===== src/rtl/dqpsk_pkg.sv =====
package dqpsk_pkg;

    typedef logic [1:0] quad_t;
    typedef logic [1:0] pair_t;

    typedef enum logic [1:0] {
        STEP_NONE  = 2'd0,
        STEP_PLUS  = 2'd1,
        STEP_HALF  = 2'd2,
        STEP_MINUS = 2'd3
    } step_e;

    typedef struct packed {
        quad_t prev_quad;
        logic  have_prev;
    } track_st_t;

    typedef struct packed {
        logic bit_out;
        logic bit_vld;
        logic pend;
        logic pend_bit;
    } ser_st_t;

endpackage


===== src/rtl/dqpsk_sign_slicer.sv =====
module dqpsk_sign_slicer #(
    parameter int SAMPLE_W = 6
) (
    input  logic [SAMPLE_W-1:0] smp,
    output logic                is_pos
);
    localparam int SIGN_BIT = SAMPLE_W - 1;

    // Offset binary: mid-scale and above are non-negative.
    always_comb begin
        is_pos = smp[SIGN_BIT];
    end
endmodule


===== src/rtl/dqpsk_quadrant.sv =====
module dqpsk_quadrant
    import dqpsk_pkg::*;
(
    input  logic  i_pos,
    input  logic  q_pos,
    output quad_t quad
);
    // Counter-clockwise numbering starting in the first quadrant.
    always_comb begin
        unique case ({i_pos, q_pos})
            2'b11:   quad = 2'd0;
            2'b01:   quad = 2'd1;
            2'b00:   quad = 2'd2;
            default: quad = 2'd3;
        endcase
    end
endmodule


===== src/rtl/dqpsk_step_map.sv =====
module dqpsk_step_map
    import dqpsk_pkg::*;
(
    input  quad_t cur_quad,
    input  quad_t prev_quad,
    output pair_t pair
);
    step_e step;

    always_comb begin
        step = step_e'(cur_quad - prev_quad);
        unique case (step)
            STEP_NONE:  pair = 2'b00;
            STEP_PLUS:  pair = 2'b10;
            STEP_HALF:  pair = 2'b11;
            STEP_MINUS: pair = 2'b01;
            default:    pair = 2'b00;
        endcase
    end
endmodule


===== src/rtl/dqpsk_serializer.sv =====
module dqpsk_serializer
    import dqpsk_pkg::*;
(
    input  logic  clk,
    input  logic  rst,
    input  logic  load,
    input  pair_t pair,
    output logic  bit_out,
    output logic  bit_vld
);
    ser_st_t st_d, st_q;

    always_comb begin
        st_d = st_q;
        if (load) begin
            st_d.bit_out  = pair[1];
            st_d.bit_vld  = 1'b1;
            st_d.pend     = 1'b1;
            st_d.pend_bit = pair[0];
        end else if (st_q.pend) begin
            st_d.bit_out  = st_q.pend_bit;
            st_d.bit_vld  = 1'b1;
            st_d.pend     = 1'b0;
            st_d.pend_bit = 1'b0;
        end else begin
            st_d.bit_out  = 1'b0;
            st_d.bit_vld  = 1'b0;
        end
    end

    always_ff @(posedge clk) begin
        if (rst) begin
            st_q <= '0;
        end else begin
            st_q <= st_d;
        end
    end

    assign bit_out = st_q.bit_out;
    assign bit_vld = st_q.bit_vld;
endmodule


===== src/rtl/dqpsk_pair_decoder.sv =====
module dqpsk_pair_decoder
    import dqpsk_pkg::*;
#(
    parameter int SAMPLE_W = 6
) (
    input  logic                clk,
    input  logic                rst,
    input  logic                sym_stb,
    input  logic [SAMPLE_W-1:0] i_smp,
    input  logic [SAMPLE_W-1:0] q_smp,
    output logic                bit_out,
    output logic                bit_vld
);
    localparam int N_AXES = 2;

    logic [N_AXES-1:0][SAMPLE_W-1:0] axis_smp;
    logic [N_AXES-1:0]               axis_pos;
    quad_t     cur_quad;
    pair_t     pair;
    track_st_t trk_d, trk_q;
    logic      load_pair;
    logic      have_prev;

    assign axis_smp[0] = i_smp;
    assign axis_smp[1] = q_smp;

    for (genvar ax = 0; ax < N_AXES; ax++) begin : g_axis
        dqpsk_sign_slicer #(.SAMPLE_W(SAMPLE_W)) slicer_i (
            .smp    (axis_smp[ax]),
            .is_pos (axis_pos[ax])
        );
    end

    dqpsk_quadrant quad_i (
        .i_pos (axis_pos[0]),
        .q_pos (axis_pos[1]),
        .quad  (cur_quad)
    );

    dqpsk_step_map map_i (
        .cur_quad  (cur_quad),
        .prev_quad (trk_q.prev_quad),
        .pair      (pair)
    );

    always_comb begin
        trk_d     = trk_q;
        load_pair = sym_stb && trk_q.have_prev;
        if (sym_stb) begin
            trk_d.prev_quad = cur_quad;
            trk_d.have_prev = 1'b1;
        end
    end

    always_ff @(posedge clk) begin
        if (rst) begin
            trk_q <= '0;
        end else begin
            trk_q <= trk_d;
        end
    end

    assign have_prev = trk_q.have_prev;

    dqpsk_serializer ser_i (
        .clk     (clk),
        .rst     (rst),
        .load    (load_pair),
        .pair    (pair),
        .bit_out (bit_out),
        .bit_vld (bit_vld)
    );
endmodule


===== config.mk =====
export PLATFORM = sky130hd
export DESIGN_NAME = dqpsk_pair_decoder
export DESIGN_NICKNAME = d
export VERILOG_FILES = /design/src/rtl/dqpsk_pkg.sv /design/src/rtl/dqpsk_sign_slicer.sv /design/src/rtl/dqpsk_quadrant.sv /design/src/rtl/dqpsk_step_map.sv /design/src/rtl/dqpsk_serializer.sv /design/src/rtl/dqpsk_pair_decoder.sv
export SDC_FILE = /design/constraint.sdc
export NUM_CORES = 1
export LEC_CHECK = 0
export ABC_AREA = 1
export BUFFER_PORTS_ARGS = -buffer_cell sky130_fd_sc_hd__buf_4
export CORE_AREA = 2 2 39 41
export CTS_CLUSTER_DIAMETER = 80
export DETAILED_ROUTE_END_ITERATION = 10
export DIE_AREA = 0 0 41 43
export PLACE_DENSITY = 0.62
export SYNTH_ARGS = -nofsm -noshare
export SYNTH_HDL_FRONTEND = slang
export SYNTH_SLANG_ARGS = --single-unit

===== constraint.sdc =====
create_clock -name clk -period 1.49 [get_ports clk]
set_input_delay 0 -clock clk [delete_from_list [all_inputs] [get_ports clk]]
set_output_delay 0 -clock clk [all_outputs]
set_load 0.1 [all_outputs]

==> results.md, run 1 <==
| Metric | Value |
|:---|:---|
| Part of the Yosys area used for sequential elements | 38.89% |
| DRC violation count after routing | 0 |
| Number of placement rows | 14 |
| Die Outline Area | 1763 um2 |
| Final net count | 84 |
| Global routing usage summed across all routing layers | 9.869% |
| Classification of the worst-slack hold path | in2reg |
| Post-CTS setup repair buffer count | 0 |
| Number of standard cells in the final layout excluding fillers | 79 |
| Final weighted congestion in routability-driven placement | 0.7721 |
| Total power divided by cell area | 960.5 nW/um2 |
| Average cell area after synthesis | 7.507 um2 |
| Number of antenna cells inserted | 0 |
| Top library cells by usage in the layout, fill and taps aside | sky130_fd_sc_hd__inv_1, sky130_fd_sc_hd__buf_4, sky130_fd_sc_hd__nand2_1, sky130_fd_sc_hd__dfxtp_1 |
| Required time worst endpoint | 1630 ps |
| Number of buffer cells added on primary ports | 6 |
| Total Power | 0.4975 mW |
| FF+latch count, synth | 7 |
| Wire length of the first global-routing pass | 1.138 mm |
| Number of failing setup endpoints in the final timing report | 0 |
| Fmax | 715.4 MHz |
| Routed wire length | 615 um |
| Syn-to-layout area delta | 43.75% |
| Final routed wire length divided by cell count | 7.785 um |
| Kind of start point of the critical path | register |
| Number of global-route vias before repair | 299 |
| Critical-path maximum fanout | 3 |
| Slew of the pin with the lowest slew margin | 278.1 ps |
| Min Tclk post-route | 1398 ps |
| Most area-consuming cells after synthesis | sky130_fd_sc_hd__dfxtp_1, sky130_fd_sc_hd__ha_1, sky130_fd_sc_hd__inv_1 |
| Count of mapped cells out of synthesis | 48 |
| Cell type with the highest aggregate area in the netlist | sky130_fd_sc_hd__dfxtp_1 |
| Clock tree from TritonCTS | done |
| Setup repair after global routing missed its margin | false |
| Antenna-violating nets left | 0 |
| Arrival time reported for the critical path endpoint | 1530 ps |
| # H-tree levels | 1 |
| Total global routing overflow | 0 |
| Final Hold Fails | 0 |
| Proportion of layout cells with a drive suffix above 1 | 33.33% |
| CORE AREA | 1384 um2 |
| Clock sink total | 7 |
| First-pass detailed-route iteration total | 1 |
| Area taken by multi-input logic gates | 201.4 um2 |
| Worst setup path category | reg2reg |
| CTS clk-pin slew, worst paths | 50 ps |
| Fin crit share | 93.82% |
| Clk Latency, worst-skew pair | 250 ps |
| Height of the chip | 43 um |
| Final Instance Area | 518.0 um2 |
| Clk root buf | sky130_fd_sc_hd__clkbuf_4 |
| Final max-slew violation count | 0 |
| Clock buffer depth | 2 |
| Clock skew after layout | 0.2493 ps |
| Worst voltage drop across the vdd grid | 0.0005904 V |
| Number of maximum-capacitance constraint violations | 0 |
| Post-layout utilization of the core | 37.43% |
| Maximum number of pins on one net before global-route repair | 8 |
| Share of Yosys cell area claimed by the top area cell type | 38.89% |
| Number of cells in the design after placement | 73 |
| DRC marker count from the first detailed-route iteration | 0 |
| Type of element capturing the critical path | register |
| Max-slew headroom | 81.61% |
| Storage cell area | 141.4 um2 |
| Number of antenna violations at the first check in global routing | 0 |
| Status | complete, no violations |
| Detail-routed via count per cell | 4.203 |
| Die width | 41 um |
| I/O pins | 17 |
| Post-DP Area | 447.9 um2 |
| Total negative slack for setup checks | 0 ps |
| Library cells used by synthesis | 11 |
| Post-synthesis instance area | 360.3 um2 |
| DP HPWL | 511 um |
| Clock buffer count from CTS | 3 |
| Mapped Nets | 68 |
| P_leak | 0.2543 nW |
| Initial core utilization | 26.04% |
| Number of fill cells | 150 |
| Synth warn | 0 |
| Total via count in the routed design | 332 |
[synthesized netlist by cell type, drive strengths merged]
| cell | n |
|---|---|
| o21ai | 3 |
| or2 | 1 |
| inv | 11 |
| dfxtp | 7 |
| ha | 5 |
| nand3 | 5 |
| nand2 | 8 |
| nor2 | 4 |
| a21oi | 4 |
[cell families (layout without fill, tap and decap cells)]
group / after synthesis / in the layout / share of synthesized area [%]
DFF: 7 / 7 / 38.89
adders and majority gates: 5 / 5 / 17.36
and+or+nand+nor: 18 / 18 / 22.57
AOI/OAI and AO/OA: 7 / 7 / 9.721
buffers and inverters: 11 / 26 / 11.46
[area by class of cell]
cell class                 instances  share of cell area, %
multi-input combinational         30                  38.89
sequential                         7                  27.29
timing repair buffer              11                  16.91
inverter                          11                  7.971
clock buffer                       4                  5.072
tap                               16                  3.865
[registers in the layout, indices dropped and copies added, names as in the netlist]
register       cells
ser_i.st_q         2
have_prev          1
ser_i.bit_vld      1
trk_q              2
ser_i.bit_out      1
[worst max-delay path: stages (launching register included)]
cell and delay [ps]:
sky130_fd_sc_hd__dfxtp_2 340, sky130_fd_sc_hd__ha_4 140, sky130_fd_sc_hd__inv_2 40, sky130_fd_sc_hd__nand2_1 50, sky130_fd_sc_hd__nand3_1 70, sky130_fd_sc_hd__nand2_1 90
sky130_fd_sc_hd__inv_2 40, sky130_fd_sc_hd__ha_1 170, sky130_fd_sc_hd__or2_4 240, sky130_fd_sc_hd__nand2_1 50, sky130_fd_sc_hd__o21ai_0 60
[stage by stage]
step                      setup slack [ps]  hold WS, ps
final                                92.10        320.4
after CTS                            8.094        334.9
after global routing                 36.67        365.0
after global placement              -162.7        215.3
after floorplan                      27.82        69.07
after detailed placement            -210.1        216.2
[repair_timing]
item                                   CTS  global route
setup endpoints to repair                1             1
endpoints found under the hold margin    7             0
pin swaps                                1             5
hold buffers                             2             0
gates resized for setup                  3             5
[power breakdown]
part           internal, mW  switching [mW]  leakage [nW]
Clock                 0.102          0.0662        0.0150
Sequential            0.200         0.00712        0.0579
Combinational        0.0562          0.0664         0.181
Total                 0.358           0.140         0.254
[worst paths after layout]
kind | start | endpoint | slack (ps) | cells after the start
max | trk_q[1] | ser_i.st_q[0] | 90 | 10
min | i_smp[5] | trk_q[2] | 320 | 5
max reg2reg | trk_q[1] | ser_i.st_q[0] | 90 | 10
min reg2reg | ser_i.st_q[1] | ser_i.bit_vld | 470 | 2
[per-layer routing]
layer	up-vias	share of wire, %	global-route usage, %
li1	180	-	-
met1	143	47	12.01
met2	9	44	13.44
met3	0	8.3	9.424
met4	0	0	0
met5	-	0	0
Note: power is estimated with default switching activity, not from simulation.
==> inputs of run 2 (changes only) <==
--- a/config.mk
+++ b/config.mk
@@ -6,5 +6,5 @@
 export NUM_CORES = 1
 export LEC_CHECK = 0
-export ABC_AREA = 1
+export ABC_AREA = 0
 export BUFFER_PORTS_ARGS = -buffer_cell sky130_fd_sc_hd__buf_4
 export CORE_AREA = 2 2 39 41
@@ -12,5 +12,5 @@
 export DETAILED_ROUTE_END_ITERATION = 10
 export DIE_AREA = 0 0 41 43
-export PLACE_DENSITY = 0.62
+export PLACE_DENSITY = 0.61
 export SYNTH_ARGS = -nofsm -noshare
 export SYNTH_HDL_FRONTEND = slang
==> constraint.sdc (replaced) <==
create_clock -name clk -period 1.49 [get_ports clk]
set_input_delay 0.149 -clock clk [delete_from_list [all_inputs] [get_ports clk]]
set_output_delay 0.149 -clock clk [all_outputs]
set_load 0.1 [all_outputs]
==> results.md, run 2 <==
| Metric | Value | vs previous |
|:---|:---|:---|
| Clock tree from TritonCTS | done |  |
| Antenna-violating nets left | 0 | unchanged |
| Die width | 41 um | unchanged |
| Top library cells by usage in the layout, fill and taps aside | sky130_fd_sc_hd__nor2_1, sky130_fd_sc_hd__dfxtp_1, sky130_fd_sc_hd__buf_4 |  |
| Maximum number of pins on one net before global-route repair | 8 | unchanged |
| Routed wire length | 534 um | -13% |
| Count of mapped cells out of synthesis | 36 | -25% |
| Number of cells in the design after placement | 58 | -21% |
| Detail-routed via count per cell | 4.419 | +5.2% |
| Number of standard cells in the final layout excluding fillers | 62 | -22% |
| Worst voltage drop across the vdd grid | 0.0004183 V | -29% |
| Post-cts hold buffer count | 0 | -2 |
| Slew of the pin with the lowest slew margin | 276.6 ps | -1.525 ps |
| # H-tree levels | 1 | unchanged |
| Syn-to-layout area delta | 33.57% |  |
| Number of failing setup endpoints in the final timing report | 0 | unchanged |
| First-pass detailed-route iteration total | 3 | +2 |
| Number of antenna violations at the first check in global routing | 0 | unchanged |
| Global routing usage summed across all routing layers | 8.770% | -1.1 points |
| Clock buffer count from CTS | 3 | unchanged |
| Clock skew after layout | 2.518 ps | +2.269 ps |
| Number of fill cells | 148 | -1.3% |
| Share of async-settable or async-resettable flops after synthesis | 0% | unchanged |
| Number of flops mapped to enable cells by yosys | 0 | unchanged |
| Biggest registers after layout | ser_i.st_q: 2 flops, trk_q: 2 flops |  |
| Most used flip-flop cell after synthesis | sky130_fd_sc_hd__dfxtp_1 |  |
| Number of buffer cells added on primary ports | 6 | unchanged |
| Final Hold Fails | 0 | unchanged |
| Worst setup path category | reg2reg |  |
| Arrival time reported for the critical path endpoint | 1550 ps | +20 ps |
| I/O pins | 17 | unchanged |
| CTS clk-pin slew, worst paths | 50 ps | about the same |
| Final routed wire length divided by cell count | 8.613 um | +11% |
| CORE AREA | 1384 um2 | unchanged |
| Kind of start point of the critical path | register |  |
| Most area-consuming cells after synthesis | sky130_fd_sc_hd__dfxtp_1, sky130_fd_sc_hd__ha_1, sky130_fd_sc_hd__nor2_1 |  |
| FF+latch count, synth | 7 | unchanged |
| Critical-path maximum fanout | 2 | -1 |
| Fmax | 730.5 MHz | +2.1% |
| Initial core utilization | 25.32% | -0.72 points |
| Critical path's largest stage delay | 310 ps | -30 ps |
| Average cell area after synthesis | 9.732 um2 | +30% |
| P_leak | 0.2177 nW | -14% |
| Wire length of the first global-routing pass | 897 um | -21% |
| Height of the chip | 43 um | unchanged |
| Setup repair after global routing missed its margin | false |  |
| Post-synthesis instance area | 350.3 um2 | -2.8% |
| Total global routing overflow | 0 | unchanged |
| Final max-slew violation count | 0 | unchanged |
| Part of the Yosys area used for sequential elements | 40.00% | +1.1 points |
| Library cells used by synthesis | 15 | +4 |
| Required time worst endpoint | 1680 ps | +50 ps |
| Clock sink total | 7 | unchanged |
| Worst setup slack for register-to-register paths | 120 ps | +30 ps |
| Mapped Nets | 56 | -18% |
| Classification of the worst-slack hold path | in2reg |  |
| Fin crit share | 91.88% | -1.9 points |
| Clk root buf | sky130_fd_sc_hd__clkbuf_4 |  |
| Status | complete, no violations |  |
| Synth warn | 0 | unchanged |
| Total via count in the routed design | 274 | -17% |
| Type of element capturing the critical path | register |  |
| Number of global-route vias before repair | 234 | -22% |
| DRC marker count from the first detailed-route iteration | 3 | +3 |
| List of most frequent post-synthesis cells | sky130_fd_sc_hd__dfxtp_1, sky130_fd_sc_hd__nor2_1, sky130_fd_sc_hd__ha_1 |  |
| DP HPWL | 391.1 um | -23% |
| Placement Setup Slack | -158.7 ps | +51.41 ps |
| Cell type with the highest aggregate area in the netlist | sky130_fd_sc_hd__dfxtp_1 |  |
| Worst Slack Setup Final | 121.1 ps | +28.96 ps |
| Crit path cell chain | ha_2 > xor2_2 > xnor2_2 > ha_1 > nand3_1 > a21oi_1 |  |
| CP max stage cell | sky130_fd_sc_hd__dfxtp_1 |  |
| Post-CTS setup repair buffer count | 0 | unchanged |
| Total power divided by cell area | 1051 nW/um2 | +9.4% |
| Max-slew headroom | 81.71% | +0.10 points |
| Proportion of layout cells with a drive suffix above 1 | 39.13% | +5.8 points |
| Number of maximum-capacitance constraint violations | 0 | unchanged |
| Min Tclk post-route | 1369 ps | -28.96 ps |
| Clk Latency, worst-skew pair | 250 ps | about the same |
| Number of antenna cells inserted | 0 | unchanged |
| Final weighted congestion in routability-driven placement | 0.6821 | -12% |
| Number of placement rows | 14 | unchanged |
| Die Outline Area | 1763 um2 | unchanged |
| Clock buffer depth | 2 | unchanged |
| Share of Yosys cell area claimed by the top area cell type | 40.00% | +1.1 points |
| Quantity of gates resized following cts | 0 | -3 |
| DRC violation count after routing | 0 | unchanged |
| Final net count | 67 | -20% |
-- run 2: cell count changes in the layout (fill, tap and decap cells not counted), moves of 2 or more --
cell | before | now
sky130_fd_sc_hd__inv_1 | 9 | 3
sky130_fd_sc_hd__nand2_1 | 6 | 0
sky130_fd_sc_hd__nor2_1 | 3 | 7
sky130_fd_sc_hd__o21ai_0 | 3 | 0
sky130_fd_sc_hd__a21oi_1 | 4 | 2
sky130_fd_sc_hd__buf_4 | 9 | 7
sky130_fd_sc_hd__dlygate4sd3_1 | 2 | 0
sky130_fd_sc_hd__nand2_2 | 2 | 0
sky130_fd_sc_hd__nand3_1 | 4 | 2
-- run 2: report_power, final --
part / switching (mW) / internal, mW / leakage, nW
Sequential: 0.00792 / 0.199 / 0.0576
Combinational: 0.0626 / 0.0464 / 0.145
Clock: 0.0733 / 0.102 / 0.0150
-- run 2: worst max-delay path, delay by kind of cell, from the launching register on --
| kind | cells | cell delay (ps) |
|---|---|---|
| fa+ha+maj | 2 | 470 |
| compound gates | 1 | 120 |
| flops | 1 | 310 |
| simple gates | 1 | 70 |
| xor+xnor | 2 | 320 |
-- run 2: per-stage QoR --
step / cell area (um2) / power [mW] / setup TNS (ps) / util, % / hold WS [ps]
detailed placement: 426.7 / 0.3140 / -284.3 / 30.83 / 371.3
global route: 467.9 / 0.5255 / 0 / 33.82 / 103.0
CTS: 452.9 / 0.4941 / 0 / 32.73 / 97.68
finish: 467.9 / 0.4918 / 0 / 33.82 / 109.3
floorplan: 365.4 / 0.2899 / 0 / - / 213.6
global placement: 426.7 / 0.3128 / -287.0 / 30.83 / 374.1
-- run 2: cell type report --
class	instances	area (um2)	share of cell area [%]
Tap cell	16	20.02	4.278
Clock buffer	4	26.28	5.615
Multi-Input combinational cell	24	214.0	45.72
Inverter	4	15.01	3.209
Timing Repair Buffer	7	52.55	11.23
Sequential cell	7	140.1	29.95
-- run 2: final timing paths --
path	from	endpoint	depth (start not counted)
worst max register to register	trk_q[1]	ser_i.bit_out	6
worst max-delay path	trk_q[1]	ser_i.bit_out	6
worst min-delay path	rst	ser_i.st_q[0]	2
worst min register to register	ser_i.st_q[0]	ser_i.bit_out	2
-- run 2: metal layers --
layer  up-vias  share of wire [%]  track usage (%)
met3         2               0.94            3.141
met1       130                 44            9.772
met2         5                 51            9.375
met5         -                  0                0
met4         0                3.9            14.00
li1        137                  -                -
-- run 2: kinds of logic after synthesis --
| kind of cell | Yosys count | share of synthesized area (%) |
|---|---|---|
| simple gates | 12 | 18.22 |
| flops | 7 | 40.00 |
| buf+inv | 5 | 7.499 |
| fa+ha+maj | 5 | 17.86 |
| compound gates | 4 | 8.572 |
| xor+xnor | 2 | 5.001 |
| mux | 1 | 2.857 |
==> inputs of run 3 (changes only) <==
- CORE_AREA: 2 2 39 41 -> 2 2 41 43
- DIE_AREA: 0 0 41 43 -> 0 0 43 45
- PLACE_DENSITY: 0.61 -> 0.57
==> results.md, run 3 (same netlist as run 2, synthesis figures left out) <==
| Metric | Value | vs previous |
|:---|:---|:---|
| DRC marker count from the first detailed-route iteration | 1 | -2 |
| Worst setup slack for register-to-register paths | 140 ps | +20 ps |
| Final net count | 68 | +1.5% |
| Total global routing overflow | 0 | unchanged |
| Final Hold Fails | 0 | unchanged |
| Number of failing setup endpoints in the final timing report | 0 | unchanged |
| Number of antenna violations at the first check in global routing | 0 | unchanged |
| Arrival time reported for the critical path endpoint | 1500 ps | -50 ps |
| Min Tclk post-route | 1352 ps | -16.45 ps |
| Post-cts hold buffer count | 0 | unchanged |
| Worst slack on hold paths | 105.7 ps | -3.591 ps |
| Total via count in the routed design | 267 | -2.6% |
| Die Outline Area | 1935 um2 | +9.8% |
| DP HPWL | 419.2 um | +7.2% |
| Global routing usage summed across all routing layers | 6.397% | -2.4 points |
| Placement Setup Slack | -140.4 ps | +18.26 ps |
| Worst voltage drop across the vdd grid | 0.0005169 V | +24% |
| Sink of the worst hold path | ser_i.st_q[0] |  |
| Antenna-violating nets left | 0 | unchanged |
| Slew of the pin with the lowest slew margin | 278.5 ps | +1.874 ps |
| Number of global-route vias before repair | 243 | +3.8% |
| Fin crit share | 90.77% | -1.1 points |
| Worst setup path category | reg2reg |  |
| Total negative slack for setup checks | 0 ps | unchanged |
| Clock skew after layout | 1.338 ps | -1.181 ps |
| DRC violation count after routing | 0 | unchanged |
| Height of the chip | 45 um | +4.7% |
| Critical path's largest stage delay | 310 ps | about the same |
| Post-layout utilization of the core | 31.29% | -2.5 points |
| # H-tree levels | 1 | unchanged |
| CORE AREA | 1471 um2 | +6.3% |
| Crit path cell chain | ha_2 > xor2_1 > xnor2_1 > ha_1 > nand3_1 > a21oi_1 |  |
| Clock sink total | 7 | unchanged |
| Total power divided by cell area | 1061 nW/um2 | +0.95% |
| Worst reg2reg path startpoint | trk_q[1] |  |
| Number of maximum-capacitance constraint violations | 0 | unchanged |
| Number of fill cells | 172 | +16% |
| Clk root buf | sky130_fd_sc_hd__clkbuf_4 |  |
| Classification of the worst-slack hold path | in2reg |  |
| Post-DP Area | 434.2 um2 | +1.8% |
| Top library cells by usage in the layout, fill and taps aside | sky130_fd_sc_hd__buf_4, sky130_fd_sc_hd__nor2_1, sky130_fd_sc_hd__dfxtp_1 |  |
| Number of cells in the design after placement | 59 | +1.7% |
| Launch instance of the worst min-delay path | rst |  |
| Clock buffer count from CTS | 3 | unchanged |
| Type of element capturing the critical path | register |  |
| Worst Slack Setup Final | 137.5 ps | +16.45 ps |
| Quantity of gates resized following cts | 0 | unchanged |
| Status | complete, no violations |  |
| Required time worst endpoint | 1640 ps | -40 ps |
| Maximum number of pins on one net before global-route repair | 8 | unchanged |
| Final weighted congestion in routability-driven placement | 0.6776 | -0.66% |
| Setup repair after global routing missed its margin | false |  |
| Number of standard cells in the final layout excluding fillers | 63 | +1.6% |
| Routed wire length | 541 um | +1.3% |
| Worst hold stages | 2 | unchanged |
| Number of buffer cells added on primary ports | 6 | unchanged |
| I/O pins | 17 | unchanged |
| Total Power | 0.4885 mW | -0.67% |
| Initial core utilization | 23.81% | -1.5 points |
| Critical-path maximum fanout | 2 | unchanged |
| Fmax | 739.4 MHz | +1.2% |
| Leading cell type in the layout, fill and taps excluded | sky130_fd_sc_hd__buf_4 |  |
| Post-CTS setup repair buffer count | 0 | unchanged |
| Number of placement rows | 14 | unchanged |
| Final Instance Area | 460.4 um2 | -1.6% |
| P_leak | 0.2172 nW | -0.25% |
| CTS clk-pin slew, worst paths | 50 ps | about the same |
| Detail-routed via count per cell | 4.238 | -4.1% |
| Clock tree from TritonCTS | done |  |
| Proportion of layout cells with a drive suffix above 1 | 36.17% | -3.0 points |
| Biggest registers after layout | ser_i.st_q: 2 flops, trk_q: 2 flops |  |
| Clock buffer depth | 2 | unchanged |
| Max-slew headroom | 81.59% | -0.12 points |
| Syn-to-layout area delta | 31.43% |  |
| Final routed wire length divided by cell count | 8.587 um | -0.30% |
| CP max stage cell | sky130_fd_sc_hd__dfxtp_1 |  |
| Wire length of the first global-routing pass | 903 um | +0.67% |
| Final max-slew violation count | 0 | unchanged |
| Kind of start point of the critical path | register |  |
| Number of antenna cells inserted | 0 | unchanged |
| First-pass detailed-route iteration total | 2 | -1 |
| Worst flop-to-flop path endpoint | ser_i.bit_out |  |
| Die width | 43 um | +4.9% |
| Clk Latency, worst-skew pair | 260 ps | about the same |
| Number of cell instances on the worst register-to-register path | 6 | unchanged |
## run 3: changes by cell type in the layout (fill, tap and decap cells not counted)
cell	before	now
sky130_fd_sc_hd__xnor2_2	1	0
sky130_fd_sc_hd__xnor2_1	0	1
sky130_fd_sc_hd__xor2_2	1	0
sky130_fd_sc_hd__buf_4	7	8
sky130_fd_sc_hd__xor2_1	0	1
## run 3: worst max-delay path by stage
stage          slack, ps             to     start  cells after the start
6_report             140  ser_i.bit_out  trk_q[1]                      6
5_1_grt               20  ser_i.st_q[0]  trk_q[1]                      6
4_1_cts              120  ser_i.st_q[0]  trk_q[1]                      6
3_5_place_dp        -140  ser_i.bit_out  i_smp[5]                     10
3_3_place_gp        -120  ser_i.bit_out  i_smp[5]                     10
2_1_floorplan          6  ser_i.bit_out  i_smp[5]                      9
## run 3: worst max-delay path: cells and delay by family (launching register included)
| family | cells | cell delay, ps |
|---|---|---|
| AOI/OAI and AO/OA | 1 | 60 |
| DFF | 1 | 310 |
| adders and majority gates | 2 | 440 |
| and+or+nand+nor | 1 | 80 |
| xor gates and xnor gates | 2 | 370 |
## run 3: area by class of cell
cell class | count | area [um2] | share of cell area (%)
multi-input combinational | 24 | 198.9 | 43.21
sequential | 7 | 140.1 | 30.43
timing repair buffer | 8 | 60.06 | 13.04
clock buffer | 4 | 26.28 | 5.707
tap | 16 | 20.02 | 4.348
inverter | 4 | 15.01 | 3.261
## run 3: routing by layer
| metal | routed length (um) | GRT usage (%) | share of wire, % |
|---|---|---|---|
| met2 | 262 | 10.91 | 48 |
| met1 | 237 | 6.863 | 44 |
| met4 | 22 | 5.455 | 4.1 |
| met5 | 0 | 0 | 0 |
| met3 | 17 | 1.200 | 3.1 |
## run 3: where the power goes
group | switching, mW | internal [mW] | leakage [nW] | total (mW)
Clock | 0.0753 | 0.103 | 0.0150 | 0.178
Combinational | 0.0602 | 0.0437 | 0.145 | 0.104
Sequential | 0.00759 | 0.199 | 0.0576 | 0.207
Total | 0.143 | 0.345 | 0.217 | 0.489
